### src/rtl/hz_pkg.sv
package hz_pkg;

   typedef struct packed {
      logic pc_we;
      logic fd_we;
      logic bubble;
      logic flush;
   } hz_ctl_t;

   localparam hz_ctl_t HZ_IDLE = '{pc_we: 1'b1, fd_we: 1'b1, bubble: 1'b0, flush: 1'b0};

   function automatic hz_ctl_t hz_compose(input logic stall, input logic flush_req);
      hz_ctl_t c;
      c.pc_we  = ~stall;
      c.fd_we  = ~stall;
      c.bubble = stall;
      c.flush  = flush_req & ~stall;
      return c;
   endfunction

endpackage

### src/rtl/hz_src_match.sv
module hz_src_match #(
   parameter int REG_AW      = 5,
   parameter int NUM_SRC     = 2,
   parameter bit ZERO_EXEMPT = 1'b1
) (
   input  logic                          rd_valid,
   input  logic [REG_AW-1:0]             rd_idx,
   input  logic [NUM_SRC-1:0][REG_AW-1:0] src_idx,
   output logic                          hit
);
   logic [NUM_SRC-1:0] per_src;
   logic               dst_live;

   generate
      if (ZERO_EXEMPT) begin : g_zero_exempt
         assign dst_live = rd_valid & (rd_idx != '0);
      end else begin : g_no_exempt
         assign dst_live = rd_valid;
      end
   endgenerate

   generate
      for (genvar i = 0; i < NUM_SRC; i++) begin : g_cmp
         assign per_src[i] = (src_idx[i] == rd_idx);
      end
   endgenerate

   assign hit = dst_live & (|per_src);
endmodule

### src/rtl/hz_oneshot.sv
module hz_oneshot #(
   parameter bit GUARD = 1'b1
) (
   input  logic clk,
   input  logic rst_n,
   input  logic req,
   output logic grant
);
   generate
      if (GUARD) begin : g_guard
         logic held_q;
         always_ff @(posedge clk) begin
            if (!rst_n) held_q <= 1'b0;
            else        held_q <= grant;
         end
         assign grant = req & ~held_q & rst_n;
      end else begin : g_pass
         assign grant = req & rst_n;
      end
   endgenerate
endmodule

### src/rtl/loaduse_hazard_unit.sv
module loaduse_hazard_unit #(
   parameter int REG_AW      = 5,
   parameter bit ZERO_EXEMPT = 1'b1,
   parameter bit ONE_SHOT    = 1'b1
) (
   input  logic              clk,
   input  logic              rst_n,
   input  logic              ld_mem_rd,
   input  logic [REG_AW-1:0] ld_dst,
   input  logic [REG_AW-1:0] dec_src_a,
   input  logic [REG_AW-1:0] dec_src_b,
   input  logic              br_taken,
   output logic              pc_we,
   output logic              fd_we,
   output logic              ctl_bubble,
   output logic              fd_flush
);
   import hz_pkg::*;

   localparam int NUM_SRC = 2;

   generate
      if (REG_AW < 1 || REG_AW > 8) begin : g_bad_aw
         $error("loaduse_hazard_unit: REG_AW must be 1..8");
      end
   endgenerate

   logic [NUM_SRC-1:0][REG_AW-1:0] srcs;
   logic    hazard;
   logic    stall;
   hz_ctl_t ctl;

   assign srcs[0] = dec_src_a;
   assign srcs[1] = dec_src_b;

   hz_src_match #(
      .REG_AW     (REG_AW),
      .NUM_SRC    (NUM_SRC),
      .ZERO_EXEMPT(ZERO_EXEMPT)
   ) u_match (
      .rd_valid(ld_mem_rd),
      .rd_idx  (ld_dst),
      .src_idx (srcs),
      .hit     (hazard)
   );

   hz_oneshot #(.GUARD(ONE_SHOT)) u_guard (
      .clk  (clk),
      .rst_n(rst_n),
      .req  (hazard),
      .grant(stall)
   );

   always_comb begin
      if (!rst_n) ctl = HZ_IDLE;
      else        ctl = hz_compose(stall, br_taken);
   end

   assign pc_we      = ctl.pc_we;
   assign fd_we      = ctl.fd_we;
   assign ctl_bubble = ctl.bubble;
   assign fd_flush   = ctl.flush;
endmodule

### config.mk
export PLATFORM = sky130hd
export DESIGN_NAME = loaduse_hazard_unit
export DESIGN_NICKNAME = d
export VERILOG_FILES = /design/src/rtl/hz_pkg.sv /design/src/rtl/hz_src_match.sv /design/src/rtl/hz_oneshot.sv /design/src/rtl/loaduse_hazard_unit.sv
export SDC_FILE = /design/constraint.sdc
export NUM_CORES = 1
export LEC_CHECK = 0
export ABC_AREA = 1
export ABC_CLOCK_PERIOD_IN_PS = 2600
export BUFFER_PORTS_ARGS = -buffer_cell sky130_fd_sc_hd__buf_2
export CELL_PAD_IN_SITES_DETAIL_PLACEMENT = 1
export CELL_PAD_IN_SITES_GLOBAL_PLACEMENT = 2
export CORE_MARGIN = 2
export CORE_UTILIZATION = 14
export DETAILED_ROUTE_END_ITERATION = 8
export PLACE_DENSITY_LB_ADDON = 0.1
export SLEW_MARGIN = 20
export SYNTH_ARGS = -nofsm -noshare
export SYNTH_HDL_FRONTEND = slang
export SYNTH_SLANG_ARGS = --single-unit
### constraint.sdc
create_clock -name clk -period 2.6 [get_ports clk]
set_input_delay 0.52 -clock clk [delete_from_list [all_inputs] [get_ports clk]]
set_output_delay 0.52 -clock clk [all_outputs]
set_load 0.005 [all_outputs]
Word-level counts from Yosys, hierarchy flattened

Index checks and enable logic that the tools add are counted.

Register bits after elaboration: 1
Input bits: 19
Output and inout bits: 4
Logic and storage cells: 13

Equality and inequality tests: 2
Muxes and demuxes: 1
Bitwise operators: 7
Reductions and logical operators: 2

Operator list:

| operator           | number |
|---|---|
| 5-bit == test      | 2 |
| 1-bit AND          | 5 |
| 5-bit nonzero test | 1 |
| 4-bit 2-to-1 mux   | 1 |
| 1-bit inverter     | 2 |
| 2-bit OR reduction | 1 |

Longest topological paths before layout

Gate-level depths: netlist (run 1).

Word-level depth: 8
Mapped depth: 8
Gate-level depth less buffers: 8

Hierarchy

From an unflattened synthesis (run 1), not the netlist that was laid out.

Cells, all modules: 54
Area total of the unflattened synthesis: 249.0 µm²

By module, submodules not included:

| module              | times used | cells an instance | area an instance (µm²) | seq. area each (µm²) |
|---|---|---|---|---|
| hz_src_match        | 1          | 45                | 195.2                  | 0.0 |
| hz_oneshot          | 1          | 4                 | 31.3                   | 20.0 |
| loaduse_hazard_unit | 1          | 5                 | 22.5                   | 0.0 |

Least setup slack after synthesis (run 1)

OpenSTA, ideal clock, no wires.

Path kind: input to output
Start: input port ld_dst[3]
End: output port pc_we
Data arrival time: 1093 ps
Required time: 2080 ps
Path slack: 987 ps
Stages: 8
Buffers on the path: 1
Cells stage by stage: inv_1 > nand2_1 > nand2_1 > nor2_1 > nand3_1 > nand2_2 > nand2_2 > buf_4

Word-level cells in the longest chain between the ends: 7
Elaborated cells between the ends (all ways): 10
Classes of those cells: eq/ne: 2; mux: 1; bitwise: 5; reduce/logical: 2

RTL lines:

| element                                             | RTL line                               | source |
|---|---|---|
| start, declared                                     | loaduse_hazard_unit.sv:9               | `input logic [REG_AW-1:0] ld_dst,` |
| 5-bit == test or 5-bit nonzero test (tied branches) | hz_src_match.sv:24, hz_src_match.sv:16 |  |
| 2-bit OR reduction or 1-bit AND (tied branches)     | hz_src_match.sv:28, hz_src_match.sv:16 |  |
| 1-bit AND *                                         | hz_src_match.sv:28                     | `assign hit = dst_live & (\|per_src);` |
| 1-bit AND * (2 in a row)                            | hz_oneshot.sv:16                       | `assign grant = req & ~held_q & rst_n;` |
| 1-bit inverter *                                    | hz_pkg.sv:14                           | `c.pc_we = ~stall;` |
| 4-bit 2-to-1 mux *                                  | loaduse_hazard_unit.sv:55              | `if (!rst_n) ctl = HZ_IDLE;` |
| end, declared                                       | loaduse_hazard_unit.sv:13              | `output logic pc_we,` |

Mark *: on every way between the ends. The rest lies on a longest branch, timed or not.

Worst setup path after layout (run 1)

Start: input port ld_dst[0]
End: output port fd_flush

Word-level cells in the longest chain between the ends: 8
Elaborated cells between the ends (all ways): 11
Classes of those cells: eq/ne: 2; mux: 1; bitwise: 6; reduce/logical: 2

RTL lines:

| element                                             | RTL line                               | source |
|---|---|---|
| 5-bit == test or 5-bit nonzero test (tied branches) | hz_src_match.sv:24, hz_src_match.sv:16 |  |
| 2-bit OR reduction or 1-bit AND (tied branches)     | hz_src_match.sv:28, hz_src_match.sv:16 |  |
| 1-bit AND *                                         | hz_src_match.sv:28                     |  |
| 1-bit AND * (2 in a row)                            | hz_oneshot.sv:16                       |  |
| 1-bit inverter *                                    | hz_pkg.sv:17                           | `c.flush = flush_req & ~stall;` |
| 1-bit AND *                                         | hz_pkg.sv:17                           |  |
| 4-bit 2-to-1 mux *                                  | loaduse_hazard_unit.sv:55              |  |
| end, declared                                       | loaduse_hazard_unit.sv:16              | `output logic fd_flush` |

Marked as above.

==> key figures, run 1 <==
Critical path
  – CP Max Fanout: 5
  – Crit path max-delay family: buffers and inverters
  – Max incr delay on CP: 0.14 ns
  – WS Path Type: in -> out
  – CP startpoint kind: input port
  – Crit path max-delay cell type: o21ai_0
  – Worst-path cell chain: buf_2 > nor2_1 > nand3_1 > o21ai_0 > inv_1 > a21oi_1 > buf_2
  – WP data required: 2.08 ns
  – Crit path DAT: roughly 1.3 ns
  – Most used cell, CP: buf_2
  – Critical Path End Type: output port
  – Crit path buf inv count: 3

Floorplanning
  – Die W: between 40 and 50 µm
  – Starting Density: ~15%
  – I/O Pins: 23
  – Placeable Area: about 1700 µm²
  – Std-Cell Rows: 15
  – Die area: approximately 2200 µm²
  – Die Ht: 47.1 µm

Route
  – Post-DR vias/cell: between 3 and 4
  – Routed wire per std cell: approximately 7.0 µm
  – DR iter-0 viols: 0
  – Routed vias: approximately 370
  – Detailed Route WL: about 730 µm
  – Antenna-violating nets left: 0
  – Drt first pass iters: 1
  – DRC: 0

GRT
  – Overall routing resource usage: under 10%
  – First-pass GRT wire length: around 1100 µm
  – Vias in the first global route: 289
  – GRT overflow: 0
  – Met1 usage: approximately 8.9%
  – Layer with the highest usage: met2
  – Grt met3 use: 0%
  – M2 GR Usage: 12.1%
  – Largest net degree at the start of global routing: 6
  – Initial antenna violation count: 0

Cells and area
  – Share of layout cells above drive strength 1: between 30% and 40%
  – Area delta synth->final: 51.4%
  – # diodes: 0
  – Top Registers: u_guard.g_guard.held_q x1
  – Multi-input gate area: 176 µm²
  – Register area: about 20 µm²
  – Register name with the most flops: u_guard.g_guard.held_q
  – NumNets Final: around 100
  – Filler cells: between 200 and 300
  – Util after Layout: about 23%
  – Largest register FFs: 1

Timing
  – Post-layout minimum cycle time: about 1.8 ns
  – Worst Tran Pin Value: approximately 0.16 ns
  – Final setup TNS: 0 ns
  – Max-slew violation count: 0
  – Hold Violations, Final: 0
  – Worst clock skew: 0 ns
  – RSZ-0062 raised after global routing: no
  – Setup ws final: roughly 0.77 ns
  – Worst hold slack: approximately 0.75 ns
  – Period utilization: about 70%
  – Fmax: 0.548 GHz
  – Slew HR: 89.0%
  – Final setup vio count: 0

Clocking
  – Clk_lat worst skew: 0 ns
  – Clk pin slew, worst setup/hold paths: 0 ns
  – Number of hold buffers added after CTS: 0
  – # Post-CTS Setup Buffers: 0
  – CTS resizes: 0

Placement
  – DP HPWL: around 700 µm
  – Routability cong.: 0.639
  – Port Buffers: 22
  – Pre-CTS setup slack: 0.745 ns

Status
  – Status: finished clean

Yosys
  – Seq/Total Area, Yosys: roughly 7.7%
  – Mapped Cells: between 50 and 60
  – Syn avg cell area: 4.57 µm²
  – Netlist Area Pre-Place: about 260 µm²
  – #FFs+latches synth: 1
  – Synthesized net count: 76
  – Ys Warns: 0
  – Cell variety after synth: 12

Power and ir drop
  – Pwr Density: around 160 nW/µm²
  – Maximum VDD drop: 0.0848 mV
  – Leakage power: between 0.2 and 0.3 nW

Min path
  – HP Class: reg -> reg

Job
  – Max-cap viol count: 0
-- logic make-up after synthesis --
family | Yosys count | share of synthesized area [%]
xor gates and xnor gates | 2 | 6.73
buffers and inverters | 16 | 24.5
and+or+nand+nor | 36 | 57.2
DFF | 1 | 7.69
AOI/OAI and AO/OA | 2 | 3.84
-- cell usage after synthesis --
cell type	number	area share, %
inv_1	14	20
buf_4	1	2.9
nand3_1	3	5.8
inv_2	1	1.4
dfxtp_1	1	7.7
o21ai_0	1	1.9
nor2_1	9	13
xnor2_1	2	6.7
and3b_1	1	3.4
nand2_1	21	30
nand2_2	2	4.8
a21oi_1	1	1.9
-- through the flow --
step                instances  cell area, µm²  total power, mW
floorplan                  57             260           0.0393
global placement          103             394           0.0626
detailed placement        103             394           0.0629
CTS                       103             394           0.0631
global route              103             394           0.0693
finish                    103             394           0.0613
-- layout make-up --
type | count | share of cell area [%]
sequential | 1 | 5.08
multi-input combinational | 40 | 44.8
inverter | 15 | 14.3
tap | 25 | 7.94
timing repair buffer | 22 | 27.9
-- layout by cell type, fill, tap and decap left out --
| cell type | instances |
|---|---|
| nor2_1 | 9 |
| nand3_1 | 3 |
| a21oi_1 | 1 |
| nand2_2 | 2 |
| xnor2_1 | 2 |
| nand2_1 | 21 |
| inv_2 | 1 |
| and3b_1 | 1 |
| o21ai_0 | 1 |
| dfxtp_1 | 1 |
| buf_2 | 22 |
| inv_1 | 14 |
-- where the power goes --
| group | internal (mW) | switching, mW |
|---|---|---|
| clock network | 0 | 0 |
| registers | 0.0160 | 0.0000494 |
| logic | 0.0220 | 0.0233 |
| total | 0.0379 | 0.0234 |
-- worst reg2reg max path, stage by stage, from the launching register on --
cell	delay (ns)
dfxtp_1	0.28
and3b_1	0.17
o21ai_0	0.07
inv_1	0.08
nand2_2	0.09
inv_1	0.05
-- layer usage --
metal | vias up | wire, µm
met5 | - | 0
met4 | 0 | 0
met3 | 0 | 51
met2 | 10 | 360
met1 | 154 | 312
li1 | 203 | -
-- final timing paths --
kind,from,to,slack (ns),depth (start not counted)
worst max-delay path,ld_dst[0],fd_flush,0.77,7
worst min-delay path,u_guard.g_guard.held_q,u_guard.g_guard.held_q,0.75,5
worst max register to register,u_guard.g_guard.held_q,u_guard.g_guard.held_q,1.76,5
worst min register to register,u_guard.g_guard.held_q,u_guard.g_guard.held_q,0.75,5
No activity file was read; power rests on OpenSTA's default activity.
==> run 2, diff against run 1 <==
ABC_CLOCK_PERIOD_IN_PS = 1700   (was 2600)
CORE_UTILIZATION = 13   (was 14)
clock period = 1.7 ns   (was 2.6 ns; I/O delays follow)
==> key figures, run 2 (synthesis results as in run 1) <==
Status
  – Status: finished clean

GRT
  – Vias in the first global route: 335 (+16%)
  – Initial antenna violation count: 0 (unchanged)
  – Overall routing resource usage: 6.40% (-0.069 points)
  – Largest net degree at the start of global routing: 6 (unchanged)
  – GRT overflow: 0 (unchanged)
  – First-pass GRT wire length: 1280 µm (+18%)

Floorplanning
  – Placeable Area: 1920 µm² (+10%)
  – Die Ht: 48.7 µm (+3.4%)
  – Std-Cell Rows: 16 (+1)
  – Starting Density: 13.5% (-1.4 points)
  – Die area: 2380 µm² (+7.0%)
  – I/O Pins: 23 (unchanged)
  – Die W: 48.7 µm (+3.4%)

Cells and area
  – Commonest non-fill, non-tap cell in the layout: buf_2
  – Share of layout cells above drive strength 1: 32.1% (unchanged)
  – NumNets Final: 99 (unchanged)
  – # diodes: 0 (unchanged)
  – Register name with the most flops: u_guard.g_guard.held_q
  – Area delta synth->final: 52.4%
  – Commonest cells after routing, fill and taps aside: buf_2, nand2_1, inv_1
  – Final std cells w/o fill: 105 (+1.9%)
  – Util after Layout: 20.6% (-1.9 points)
  – Top Registers: u_guard.g_guard.held_q x1
  – Largest register FFs: 1 (unchanged)
  – Post-route cell area: 397 µm² (+0.63%)

Critical path
  – WS Path Type: in -> out
  – CP Max Fanout: 5 (unchanged)
  – Max incr delay on CP: 0.15 ns (about the same)
  – Crit path DAT: 1.16 ns (-0.15 ns)
  – CP startpoint kind: input port
  – Crit path max-delay cell type: o21ai_0
  – Worst-path cell chain: buf_2 > nor2_1 > nand3_1 > o21ai_0 > inv_1 > a21oi_1 > buf_2
  – Most used cell, CP: buf_2
  – WP data required: 1.36 ns (-0.72 ns)
  – Critical Path End Type: output port

Placement
  – Routability cong.: 0.570 (-11%)
  – Placed cell count: 105 (+1.9%)
  – Pre-CTS setup slack: 0.164 ns (-0.581 ns)
  – DP HPWL: 716 µm (+1.9%)
  – Dpl cell area: 397 µm² (+0.63%)
  – Port Buffers: 22 (unchanged)

Route
  – Post-DR vias/cell: 3.49 (-2.2%)
  – Routed wire per std cell: 7.08 µm (+0.53%)
  – Detailed Route WL: 743 µm (+2.5%)
  – Drt first pass iters: 1 (unchanged)
  – Routed vias: 366 (-0.27%)
  – DR iter-0 viols: 0 (unchanged)
  – DRC: 0 (unchanged)
  – Antenna-violating nets left: 0 (unchanged)

Clocking
  – Clk_lat worst skew: 0 ns (unchanged)
  – # Post-CTS Setup Buffers: 0 (unchanged)
  – CTS resizes: 0 (unchanged)
  – Clk pin slew, worst setup/hold paths: 0 ns (unchanged)
  – Number of hold buffers added after CTS: 0 (unchanged)

Timing
  – Final setup TNS: 0 ns (unchanged)
  – Setup ws final: 0.203 ns (-0.570 ns)
  – Slew HR: 90.4% (+1.4 points)
  – RSZ-0062 raised after global routing: no
  – Worst clock skew: 0 ns (unchanged)
  – Hold Violations, Final: 0 (unchanged)
  – Fmax: roughly 0.67 GHz
  – Worst hold slack: 0.755 ns (+0.00465 ns)
  – Max-slew violation count: 0 (unchanged)
  – Worst Tran Pin Value: 0.143 ns (-0.0209 ns)
  – Final setup vio count: 0 (unchanged)
  – Period utilization: between 80% and 90%
  – Post-layout minimum cycle time: between 1 and 1.5 ns

Min path
  – HP Class: reg -> reg

Power and ir drop
  – Pwr Density: 237 nW/µm² (+52%)
  – Maximum VDD drop: 0.0936 mV (+10%)
  – Leakage power: 0.289 nW (unchanged)
  – Overall power: 93.8 µW (+53%)

Job
  – Max-cap viol count: 0 (unchanged)
## run 2: cell counts in the layout (fill, tap and decap cells not counted)
No cell type changed its count.
## run 2: metal layers
metal / global-route usage [%] / up-vias / wire (µm)
li1: - / 203 / -
met1: 7.30 / 153 / 316
met2: 13.2 / 10 / 375
met3: 0.617 / 0 / 52
met4: 0 / 0 / 0
met5: 0 / - / 0
## run 2: cell type report
type | count | area [µm²]
Fill cell | 281 | 1530
Inverter | 15 | 56.3
Multi-Input combinational cell | 40 | 176
Sequential cell | 1 | 20.0
Tap cell | 27 | 33.8
Timing Repair Buffer | 22 | 110
## run 2: worst max-delay path: cells and delay by family
kind	cells	cell delay, ns
buffers and inverters	3	0.34
AO/OA/AOI/OAI	2	0.29
AND/OR/NAND/NOR	2	0.19
## run 2: worst paths after layout
check / startpoint / end / slack, ns / cells past startpoint
max: ld_dst[0] / fd_flush / 0.20 / 7
min: u_guard.g_guard.held_q / u_guard.g_guard.held_q / 0.75 / 5
max reg2reg: u_guard.g_guard.held_q / u_guard.g_guard.held_q / 0.86 / 5
min reg2reg: u_guard.g_guard.held_q / u_guard.g_guard.held_q / 0.75 / 5
## run 2: report_power, final
part	switching (mW)	internal, mW	leakage, nW
clock	0	0	0
sequential	0.0000739	0.0244	0.00808
combinational	0.0357	0.0336	0.281
total	0.0358	0.0580	0.289
==> run 3, diff against run 2 <==
CORE_UTILIZATION = 14   (was 13)
CTS_BUF_LIST = sky130_fd_sc_hd__clkbuf_4 sky130_fd_sc_hd__clkbuf_8   (was unset)
==> key figures, run 3 (synthesis results as in run 1) <==
Placement
  – Routability cong.: 0.617 (+8.4%)
  – Placed cell count: 103 (-1.9%)
  – Dpl cell area: 394 µm² (-0.63%)
  – Port Buffers: 22 (unchanged)
  – DP HPWL: 666 µm (-7.1%)

GRT
  – Vias in the first global route: 300 (-10%)
  – Largest net degree at the start of global routing: 6 (unchanged)
  – First-pass GRT wire length: 1150 µm (-11%)
  – Initial antenna violation count: 0 (unchanged)
  – GRT overflow: 0 (unchanged)
  – Overall routing resource usage: 6.78% (+0.38 points)

Cells and area
  – Top Registers: u_guard.g_guard.held_q x1
  – Largest register FFs: 1 (unchanged)
  – Commonest cells after routing, fill and taps aside: buf_2, nand2_1, inv_1
  – Filler cells: 249 (-11%)
  – Final std cells w/o fill: 103 (-1.9%)
  – NumNets Final: 99 (unchanged)
  – Register name with the most flops: u_guard.g_guard.held_q
  – Post-route cell area: 394 µm² (-0.63%)
  – Area delta synth->final: 51.4%
  – Share of layout cells above drive strength 1: 32.1% (unchanged)
  – Commonest non-fill, non-tap cell in the layout: buf_2
  – # diodes: 0 (unchanged)

Timing
  – Worst Tran Pin Value: 0.138 ns (-0.00469 ns)
  – Final setup vio count: 0 (unchanged)
  – Period utilization: 85.9% (-2.1 points)
  – Slew HR: 90.7% (+0.35 points)
  – RSZ-0062 raised after global routing: no
  – Final setup TNS: 0 ns (unchanged)
  – Hold Violations, Final: 0 (unchanged)
  – Post-layout minimum cycle time: 1.46 ns (-0.0355 ns)
  – Fmax: 0.684 GHz (+2.4%)
  – Worst clock skew: 0 ns (unchanged)
  – Max-slew violation count: 0 (unchanged)

Floorplanning
  – Starting Density: 14.9% (+1.4 points)
  – Placeable Area: 1750 µm² (-9.2%)
  – Die area: 2220 µm² (-6.6%)
  – I/O Pins: 23 (unchanged)
  – Die Ht: 47.1 µm (-3.3%)
  – Std-Cell Rows: 15 (-1)
  – Die W: 47.1 µm (-3.3%)

Route
  – DRC: 0 (unchanged)
  – Routed wire per std cell: 6.59 µm (-6.8%)
  – Post-DR vias/cell: 3.64 (+4.4%)
  – DR iter-0 viols: 2 (+2)
  – Antenna-violating nets left: 0 (unchanged)
  – Routed vias: 375 (+2.5%)
  – Drt first pass iters: 2 (+1)
  – Detailed Route WL: 679 µm (-8.6%)

Critical path
  – Crit path max-delay cell type: o21ai_0
  – Most used cell, CP: buf_2
  – WS Path Type: in -> out
  – R2R depth: 5 (unchanged)
  – RR Endpoint: u_guard.g_guard.held_q
  – CP Max Fanout: 5 (unchanged)
  – Crit path DAT: 1.12 ns (-0.04 ns)
  – Critical Path End Type: output port
  – Worst-path cell chain: buf_2 > nor2_1 > nand3_1 > o21ai_0 > inv_1 > a21oi_1 > buf_2
  – WP data required: 1.36 ns (about the same)
  – Reg2Reg Setup Slack: 0.88 ns (+0.02 ns)
  – CP startpoint kind: input port
  – R2R Path Start: u_guard.g_guard.held_q
  – Max incr delay on CP: 0.14 ns (about the same)

Clocking
  – Number of hold buffers added after CTS: 0 (unchanged)
  – CTS resizes: 0 (unchanged)
  – # Post-CTS Setup Buffers: 0 (unchanged)
  – Clk pin slew, worst setup/hold paths: 0 ns (unchanged)
  – Clk_lat worst skew: 0 ns (unchanged)

Min path
  – Worst hold path depth: 5 (unchanged)
  – HP Class: reg -> reg
  – Hold EP: u_guard.g_guard.held_q
  – Hold Crit Start: u_guard.g_guard.held_q

Power and ir drop
  – Combinational share of power: 73.7% (-0.2 points)
  – Internal power: 58.0 µW (about the same)
  – Sequential Power Share: 26.3% (+0.2 points)
  – Leakage power: 0.289 nW (unchanged)
  – Pwr Density: 236 nW/µm² (-0.17%)
  – Maximum VDD drop: 0.107 mV (+15%)
  – Clock network power share: 0% (unchanged)
  – Switching Fraction: 37.7% (-0.49 points)
  – Switching pwr: 35.1 µW (-2.1%)

Job
  – Max-cap viol count: 0 (unchanged)

Status
  – Status: finished clean
-- run 3: cell counts in the layout (fill, tap and decap cells not counted) --
Identical to the previous run, type by type.
-- run 3: metrics by stage --
stage | worst slack (ns) | total power, mW | hold WS (ns) | util, %
2_1_floorplan | 0.447 | 0.0601 | 0.623 | -
3_3_place_gp | 0.190 | 0.0953 | 0.762 | 22.6
3_5_place_dp | 0.196 | 0.0955 | 0.753 | 22.6
4_1_cts | 0.197 | 0.0957 | 0.753 | 22.6
5_1_grt | 0.0413 | 0.106 | 0.829 | 22.6
6_report | 0.239 | 0.0931 | 0.734 | 22.6
-- run 3: power groups by stage --
stage	Clock, mW	Combinational, mW	Sequential, mW
3_3_place_gp	0	0.0709	0.0245
3_5_place_dp	0	0.0710	0.0245
5_1_grt	0	0.0817	0.0246
4_1_cts	0	0.0712	0.0245
2_1_floorplan	0	0.0356	0.0245
6_report	0	0.0686	0.0245
-- run 3: worst max-delay path: cells and delay by family --
kind / cells / cell delay, ns
compound gates: 2 / 0.27
buf+inv: 3 / 0.33
simple gates: 2 / 0.18
-- run 3: how the worst max path moves through the flow --
stage,slack (ns),end,start
2_1_floorplan,0.45,pc_we,ld_dst[3]
3_3_place_gp,0.19,fd_flush,ld_dst[0]
3_5_place_dp,0.20,fd_flush,ld_dst[0]
4_1_cts,0.20,fd_flush,ld_dst[0]
5_1_grt,0.04,fd_flush,ld_dst[0]
6_report,0.24,fd_flush,ld_dst[0]
-- run 3: per-layer routing --
layer  wire length (µm)  global-route usage [%]  vias up
li1                   -                       -      203
met5                  0                       0        -
met4                  0                       0        0
met2                334                    12.9       10
met1                297                    9.11      162
met3                 46                       0        0
-- run 3: layout make-up --
class	count	area (µm²)	area share, %
multi-input combinational	40	176	44.8
timing repair buffer	22	110	27.9
inverter	15	56.3	14.3
tap	25	31.3	7.94
sequential	1	20.0	5.08
